--- src/rtl/lsa_pkg.sv ---
package lsa_pkg;

    // Access size code as seen on req_size
    typedef enum logic [1:0] {
        SZ_BYTE     = 2'b00,
        SZ_HALF     = 2'b01,
        SZ_WORD     = 2'b10,
        SZ_WORD_ALT = 2'b11
    } lsa_size_e;

    function automatic logic is_word(input lsa_size_e s);
        return (s == SZ_WORD) || (s == SZ_WORD_ALT);
    endfunction

endpackage

--- src/rtl/lsa_align_check.sv ---
module lsa_align_check
    import lsa_pkg::*;
#(
    parameter int OFF_W = 2
) (
    input  lsa_size_e        size,
    input  logic [OFF_W-1:0] off,
    output logic             aligned
);

    logic aligned_d;

    always_comb begin
        unique case (size)
            SZ_BYTE:             aligned_d = 1'b1;
            SZ_HALF:             aligned_d = (off[0] == 1'b0);
            SZ_WORD, SZ_WORD_ALT: aligned_d = (off == '0);
            default:             aligned_d = 1'b0;
        endcase
    end

    assign aligned = aligned_d;

    // byte accesses can never be flagged
    always_comb begin
        if (size == SZ_BYTE) begin
            p_byte_always_ok_r8: assert (aligned_d)
                else $error("byte access reported misaligned");
        end
    end

endmodule

--- src/rtl/lsa_store_lane.sv ---
module lsa_store_lane
    import lsa_pkg::*;
#(
    parameter int DATA_W = 32,
    parameter int LANES  = DATA_W / 8,
    parameter int OFF_W  = $clog2(LANES)
) (
    input  lsa_size_e         size,
    input  logic [OFF_W-1:0]  off,
    input  logic              active,
    input  logic [DATA_W-1:0] st_data,
    output logic [LANES-1:0]  be,
    output logic [DATA_W-1:0] wdata
);

    logic [LANES-1:0]  be_d;
    logic [DATA_W-1:0] wdata_d;

    // Lane L holds the byte whose address offset is LANES-1-L (big-endian)
    for (genvar L = 0; L < LANES; L++) begin : g_lane
        localparam int ADDR_OFF = LANES - 1 - L;
        always_comb begin
            if (!active) begin
                be_d[L] = 1'b0;
            end else if (size == SZ_BYTE) begin
                be_d[L] = (int'(off) == ADDR_OFF);
            end else if (size == SZ_HALF) begin
                be_d[L] = ((int'(off) >> 1) == (ADDR_OFF >> 1));
            end else begin
                be_d[L] = 1'b1;
            end

            if (size == SZ_BYTE) begin
                wdata_d[L*8 +: 8] = st_data[7:0];
            end else if (size == SZ_HALF) begin
                wdata_d[L*8 +: 8] = st_data[(L % 2)*8 +: 8];
            end else begin
                wdata_d[L*8 +: 8] = st_data[L*8 +: 8];
            end
        end
    end

    assign be    = be_d;
    assign wdata = wdata_d;

    // a byte store enables at most one lane
    always_comb begin
        if (size == SZ_BYTE) begin
            p_byte_onehot_r2: assert ($onehot0(be_d))
                else $error("byte store enabled several lanes");
        end
    end

    // a halfword store enables zero or two lanes
    always_comb begin
        if (size == SZ_HALF) begin
            p_half_two_lanes_r3: assert (($countones(be_d) == 0) || ($countones(be_d) == 2))
                else $error("halfword store lane count wrong");
        end
    end

endmodule

--- src/rtl/lsa_load_extract.sv ---
module lsa_load_extract
    import lsa_pkg::*;
#(
    parameter int DATA_W = 32,
    parameter int LANES  = DATA_W / 8,
    parameter int OFF_W  = $clog2(LANES)
) (
    input  lsa_size_e         size,
    input  logic [OFF_W-1:0]  off,
    input  logic              uns,
    input  logic              active,
    input  logic [DATA_W-1:0] rdata,
    output logic [DATA_W-1:0] ld
);

    localparam int HALVES = LANES / 2;

    logic [7:0]        byte_sel;
    logic [15:0]       half_sel;
    logic [DATA_W-1:0] ld_d;

    always_comb begin
        byte_sel = rdata[8*(LANES - 1 - int'(off)) +: 8];
        half_sel = rdata[16*(HALVES - 1 - int'(off >> 1)) +: 16];

        if (!active) begin
            ld_d = '0;
        end else if (size == SZ_BYTE) begin
            ld_d = {{(DATA_W-8){byte_sel[7] & ~uns}}, byte_sel};
        end else if (size == SZ_HALF) begin
            ld_d = {{(DATA_W-16){half_sel[15] & ~uns}}, half_sel};
        end else begin
            ld_d = rdata;
        end
    end

    assign ld = ld_d;

    // unsigned byte load leaves upper bits clear
    always_comb begin
        if (active && uns && size == SZ_BYTE) begin
            p_byte_zext_r5: assert (ld_d[DATA_W-1:8] == '0)
                else $error("unsigned byte load not zero-extended");
        end
    end

endmodule

--- src/rtl/lsa_be_aligner.sv ---
module lsa_be_aligner
    import lsa_pkg::*;
#(
    parameter int DATA_W = 32,
    parameter int ADDR_W = 32
) (
    input  logic              req_en,
    input  logic              req_store,
    input  logic [1:0]        req_size,
    input  logic              req_unsigned,
    input  logic [ADDR_W-1:0] req_addr,
    input  logic [DATA_W-1:0] st_data,
    input  logic [DATA_W-1:0] mem_rdata,
    output logic [ADDR_W-1:0] mem_addr,
    output logic [DATA_W/8-1:0] mem_be,
    output logic [DATA_W-1:0] mem_wdata,
    output logic [DATA_W-1:0] ld_data,
    output logic              misalign
);

    localparam int LANES = DATA_W / 8;
    localparam int OFF_W = $clog2(LANES);

    lsa_size_e        size_d;
    logic [OFF_W-1:0] off_d;
    logic             aligned_d;
    logic             st_active_d;
    logic             ld_active_d;

    always_comb begin
        size_d      = lsa_size_e'(req_size);
        off_d       = req_addr[OFF_W-1:0];
        st_active_d = req_en & req_store & aligned_d;
        ld_active_d = req_en & ~req_store & aligned_d;
        mem_addr    = {req_addr[ADDR_W-1:OFF_W], {OFF_W{1'b0}}};
        misalign    = req_en & ~aligned_d;
    end

    lsa_align_check #(.OFF_W(OFF_W)) u_chk (
        .size    (size_d),
        .off     (off_d),
        .aligned (aligned_d)
    );

    lsa_store_lane #(.DATA_W(DATA_W), .LANES(LANES), .OFF_W(OFF_W)) u_st (
        .size    (size_d),
        .off     (off_d),
        .active  (st_active_d),
        .st_data (st_data),
        .be      (mem_be),
        .wdata   (mem_wdata)
    );

    lsa_load_extract #(.DATA_W(DATA_W), .LANES(LANES), .OFF_W(OFF_W)) u_ld (
        .size   (size_d),
        .off    (off_d),
        .uns    (req_unsigned),
        .active (ld_active_d),
        .rdata  (mem_rdata),
        .ld     (ld_data)
    );

    // a flagged access writes nothing and returns nothing
    always_comb begin
        if (misalign) begin
            p_misalign_quiet_r8: assert (mem_be == '0 && ld_data == '0)
                else $error("misaligned access not suppressed");
        end
    end

    // idle request stays silent
    always_comb begin
        if (!req_en) begin
            p_idle_quiet_r9: assert (!misalign && mem_be == '0 && ld_data == '0)
                else $error("idle request produced activity");
        end
    end

    // an unflagged word store enables every lane
    always_comb begin
        if (req_en && req_store && is_word(lsa_size_e'(req_size)) && !misalign) begin
            p_word_full_be_r4: assert (&mem_be)
                else $error("aligned word store missing lanes");
        end
    end

endmodule

--- config.mk ---
export PLATFORM = sky130hd
export DESIGN_NAME = lsa_be_aligner
export DESIGN_NICKNAME = d
export VERILOG_FILES = /design/src/rtl/lsa_pkg.sv /design/src/rtl/lsa_align_check.sv /design/src/rtl/lsa_store_lane.sv /design/src/rtl/lsa_load_extract.sv /design/src/rtl/lsa_be_aligner.sv
export SDC_FILE = /design/constraint.sdc
export NUM_CORES = 1
export LEC_CHECK = 0
export BUFFER_PORTS_ARGS = -buffer_cell sky130_fd_sc_hd__buf_2
export CAP_MARGIN = 20
export CORE_AREA = 4 4 75 77
export DETAILED_ROUTE_END_ITERATION = 12
export DIE_AREA = 0 0 79 81
export PLACE_DENSITY_LB_ADDON = 0.2
export SLEW_MARGIN = 10
export SYNTH_ARGS = -nofsm -noshare
export SYNTH_HDL_FRONTEND = slang
export SYNTH_SLANG_ARGS = --single-unit
export TNS_END_PERCENT = 100
--- constraint.sdc ---
create_clock -name vclk -period 1.8
set_clock_uncertainty 0.1 [all_clocks]
set_input_delay 0.18 -clock vclk [all_inputs]
set_output_delay 0.18 -clock vclk [all_outputs]
set_load 0.05 [all_outputs]
==> results of run 1 <==
[logic make-up (layout without fill, tap and decap cells)]
family | Yosys count | in the layout | synth area share
XOR/XNOR | 1 | 1 | 0.00562
buffers and inverters | 84 | 211 | 0.315
AO/OA/AOI/OAI | 78 | 78 | 0.367
other | 1 | 2 | 0.00241
AND/OR/NAND/NOR | 41 | 41 | 0.123
multiplexers | 27 | 27 | 0.187
[repair_timing]
| action | 4_1_cts | 5_1_grt |
|---|---|---|
| pin swaps | 5 | 3 |
| gates resized for setup | 30 | 51 |
| endpoints found under the setup margin | 32 | 31 |
| setup buffers | 4 | 0 |
[layer usage]
metal  vias up  GRT usage  wire length, microns  part of all wire
met1       999      0.239                  2680              0.41
met5         -          0                     0                 0
met2        70      0.327                  3440              0.53
met4         0     0.0120                    51            0.0078
li1       1053          -                     -                 -
met3         8     0.0122                   340             0.052
[path summary, 6_finish.rpt]
path                          from      endpoint  slack, ns  cells after the start
worst max-delay path   req_size[1]   ld_data[31]       0.03                      7
worst min-delay path  req_addr[12]  mem_addr[12]       0.26                      0
[worst max-delay path, cell delays in order]
cell and delay [ns]:
buf_6 0.12, o21a_4 0.24, a2111oi_4 0.25, o221ai_4 0.18, buf_4 0.18, a21oi_1 0.12, buf_4 0.22
[cell type report]
type / instances / area, sq um / share of cell area
Multi-Input combinational cell: 149 / 1580 / 0.520
Inverter: 25 / 93.8 / 0.0310
Timing Repair Buffer: 186 / 1270 / 0.420
Tap cell: 70 / 87.6 / 0.0289
[layout by cell type (no fill, tap or decap), types with 2 or more instances in the layout]
cell,instances
a21oi_2,4
mux2i_2,2
nand2b_1,2
nor3_2,2
a21oi_4,11
a211oi_1,6
o32ai_2,5
a2111oi_4,9
o22ai_2,4
o21ai_2,6
o32ai_1,4
nor2_1,4
buf_12,5
nand2_1,17
mux2i_1,8
nor2_2,2
buf_4,50
inv_1,24
o22ai_1,3
nor3_4,9
o21ai_1,5
conb_1,2
buf_6,19
clkbuf_4,5
mux2_2,17
nand2_2,2
o21ai_0,5
buf_2,106
a21oi_1,10
[power by group through the flow]
| stage | combinational (mW) | clock, mW | sequential, mW |
|---|---|---|---|
| floorplan | 0.838 | 0 | 0 |
| global placement | 0.928 | 0 | 0 |
| detailed placement | 0.933 | 0 | 0 |
| CTS | 0.967 | 0 | 0 |
| global route | 1.06 | 0 | 0 |
| finish | 1.00 | 0 | 0 |
==> results.py, run 1 <==
metrics = {
    "routing": {
        "postRouteAntennaNets": 0,
        "dr_total_vias": 2130,
        "initialDrtViolationCount": 58,
        "viasPerCell": 4.95,
        "drc": 0,
        "drt-total-wl_mm": 6.51,
        "wl_per_cell_microns": 15.1,
        "drtPass1Iterations": 4,
    },
    "layout": {
        "area_growth_pct": 94.5,
        "design_area_sq_um": 3030,
        "fillers": 472,
        "n_antenna_cell": 0,
        "seqCellArea_sq_um": 0,
        "n_clock_buffer": 0,
        "finalNonFillerCells": 430,
        "seq_cell_count": 0,
        "utilization": 0.605,
        "drive_above_1_share": 0.742,
        "final_nets": 463,
    },
    "pwr": {
        "cellPowerDensity_nw_per_um2": 330,
        "power_switching_mw": 0.646,
        "pwr-share-seq": 0,
        "peakVddDrop_mv": 0.300,
        "p_clk_frac": 0,
        "swShare": 0.645,
        "combPwrFrac": 1.000,
        "fin_total_pwr_mw": 1.00,
        "internal-power_mw": 0.355,
        "p_leak_nw": 1.40,
    },
    "sta": {
        "maxSlewViolCount": 0,
        "fin_ws_ns": 0.0309,
        "rsz0062_at_grt": "yes",
        "fin_crit_sh": 0.983,
        "period_needed_ns": 1.77,
        "holdWs_ns": 0.260,
        "tns_ns": 0,
        "setup_viol": 0,
        "hold_viol_final": 0,
        "fmax_mhz": 565,
    },
    "worst_setup_path": {
        "cp_max_fo": 6,
        "crit_required_ns": 1.52,
        "worstPathArrival_ns": 1.49,
        "end_kind": "primary output",
        "start_kind": "primary input",
        "critical_path_class": "in2out",
    },
    "yosys": {
        "yosys_warnings": 0,
        "synth_cell_types": 31,
        "synth_area_per_cell_sq_um": 6.71,
        "synth_common_cells": "buf_4 (40), inv_1 (24), nand2_1 (19)",
        "netlist_instances": 232,
        "synth.top_cell.area_share": 0.193,
        "synth.cell_area_sq_um": 1560,
        "yosysMostFrequentCell": "buf_4",
        "ys_seq_area_frac": 0,
        "yosys-top-cells-area": "buf_4 (19%), mux2_2 (12%), mux2i_1 (6.4%)",
        "yosysTopAreaCell": "buf_4",
    },
    "outcome": {
        "status": "completed",
    },
    "grt": {
        "groute.usage.overall": 0.178,
        "grt_pass1_vias": 2024,
        "overflow": 0,
        "antenna_found_initial": 0,
        "grt_first_pass_wirelength_mm": 9.55,
        "grt_max_degree": 36,
    },
    "die": {
        "ios": 202,
        "start_util": 0.311,
        "rows": 26,
        "core_area_sq_um": 5010,
        "fp.dieW_microns": 79,
        "dieArea_sq_um": 6400,
        "dieHeight_microns": 81,
    },
    "placement": {
        "dpl.hpwl_mm": 5.32,
        "dp_cells": 426,
        "placedInstanceArea_sq_um": 2730,
        "pre_cts_ws_ns": -0.138,
        "port_buffers": 140,
        "place_congestion": 0.829,
    },
    "job": {
        "maxCapViolCount": 0,
    },
    "clock_network": {
        "ctsHoldBuffers": 0,
    },
    "min_path": {
        "min_path_type": "in2out",
    },
}
(Power assumes the default switching activity.)
==> run 2: changes to the inputs <==
- CAP_MARGIN: 20 -> not set
- GPL_TIMING_DRIVEN: not set -> 0
- MAX_ROUTING_LAYER: not set -> met4
==> run 2 against run 1 <==
Against the previous run:
- the flow now finishes with violations (negative setup slack)
- core utilization is 8.5 points higher
- die area is the same
- global-route usage up 3.2 points
- cell area up 14%
- cell count is 13% higher
- combinational power rose by 22%
- count of clock-buffer cells in the layout is the same
- critical path depth unchanged
- setup slack lost 0.091 ns
- hold slack gained 0.30 ns
- first-iteration DRC count decreased by 6.9%
- routed wire length is 19% higher
==> results.py, run 2 (synthesis results as in run 1) <==
metrics = {
    "worst_setup_path": {
        "critPathMaxStageDelay_ns": 0.41,
        "crit_required_ns": 1.52,
        "cpMostUsedCell": "buf_8",
        "cp_slowest_cell": "a2111oi_4",
        "crit_family": "compound AO/OA/AOI/OAI gates",
        "crit_chain": "buf_6, buf_8, a2111oi_4, o221ai_4, clkbuf_16, a21oi_4, buf_8",
        "path_buf_inv": 4,
        "cp_max_fo": 8,
        "critical_path_class": "in2out",
        "worstPathArrival_ns": 1.58,
        "start_kind": "primary input",
        "end_kind": "primary output",
    },
    "layout": {
        "seq_cell_count": 0,
        "design_area_sq_um": 3450,
        "area_growth_pct": 122,
        "n_clock_buffer": 0,
        "final_cell_mix": "buf_2 (139), buf_4 (63), inv_1 (24), buf_6 (24), nand2_1 (18)",
        "seqCellArea_sq_um": 0,
        "mostFrequentLayoutCell": "buf_2",
        "utilization": 0.690,
        "final_nets": 517,
        "drive_above_1_share": 0.773,
        "n_antenna_cell": 0,
        "finalNonFillerCells": 484,
    },
    "die": {
        "dieHeight_microns": 81,
        "ios": 202,
        "start_util": 0.311,
        "core_area_sq_um": 5010,
        "dieArea_sq_um": 6400,
        "rows": 26,
        "fp.dieW_microns": 79,
    },
    "placement": {
        "port_buffers": 168,
        "dp_cells": 471,
        "placedInstanceArea_sq_um": 2910,
        "dpl.hpwl_mm": 6.07,
        "place_congestion": 0.856,
    },
    "sta": {
        "worst_pin_slew_ns": 0.551,
        "hold_viol_final": 0,
        "fmax_mhz": 538,
        "rsz0062_at_grt": "yes",
        "fin_crit_sh": 1.03,
        "relSlewSlack": 0.632,
        "fin_ws_ns": -0.0599,
        "tns_ns": -0.556,
        "period_needed_ns": 1.86,
        "setup_viol": 14,
        "maxSlewViolCount": 0,
    },
    "grt": {
        "grt_pass1_vias": 2233,
        "groute.usage.overall": 0.211,
        "grt_first_pass_wirelength_mm": 10.8,
        "overflow": 0,
        "antenna_found_initial": 0,
        "grt_max_degree": 11,
    },
    "outcome": {
        "failed_checks": "negative setup slack",
        "status": "finished with violations",
    },
    "pwr": {
        "fin_total_pwr_mw": 1.22,
        "peakVddDrop_mv": 0.307,
        "cellPowerDensity_nw_per_um2": 354,
        "p_leak_nw": 1.67,
    },
    "min_path": {
        "min_path_type": "in2out",
    },
    "routing": {
        "dr_total_vias": 2377,
        "initialDrtViolationCount": 54,
        "drc": 0,
        "postRouteAntennaNets": 0,
        "drtPass1Iterations": 4,
        "viasPerCell": 4.91,
        "drt-total-wl_mm": 7.76,
        "wl_per_cell_microns": 16.0,
    },
    "job": {
        "maxCapViolCount": 0,
    },
}
==> run 2: per-stage QoR <==
| stage | hold WS, ns | setup slack [ns] |
|---|---|---|
| floorplan | 0.427 | -0.268 |
| global placement | 0.563 | -0.378 |
| detailed placement | 0.563 | -0.398 |
| CTS | 0.562 | -0.0426 |
| global route | 0.563 | -0.107 |
| finish | 0.562 | -0.0599 |
==> run 2: layout make-up <==
type	count	area (sq um)
Buffer	59	474
Fill cell	445	1560
Inverter	25	93.8
Multi-Input combinational cell	149	1630
Tap cell	70	87.6
Timing Repair Buffer	181	1170
==> run 2: worst paths after layout <==
check / end / depth (start not counted) / from / slack, ns
max: ld_data[23] / 7 / req_size[1] / -0.06
min: mem_addr[7] / 2 / req_addr[7] / 0.56
==> run 2: layer usage <==
metal  share of wire  GRT usage
met3           0.069     0.0211
met1            0.37      0.253
met5               0          -
met2            0.55      0.392
met4          0.0092     0.0258
==> run 2: what timing repair did <==
item	CTS	global route
hold buffers	0	0
setup buffers	8	4
endpoints found under the setup margin	43	39
pin swaps	3	1
cloned	1	0
gates resized for setup	91	19
==> run 2: report_power, final <==
part / total (mW) / leakage, nW / switching [mW] / internal (mW)
Combinational: 1.22 / 1.67 / 0.809 / 0.413
Clock: 0 / 0 / 0 / 0
Sequential: 0 / 0 / 0 / 0
Total: 1.22 / 1.67 / 0.809 / 0.413
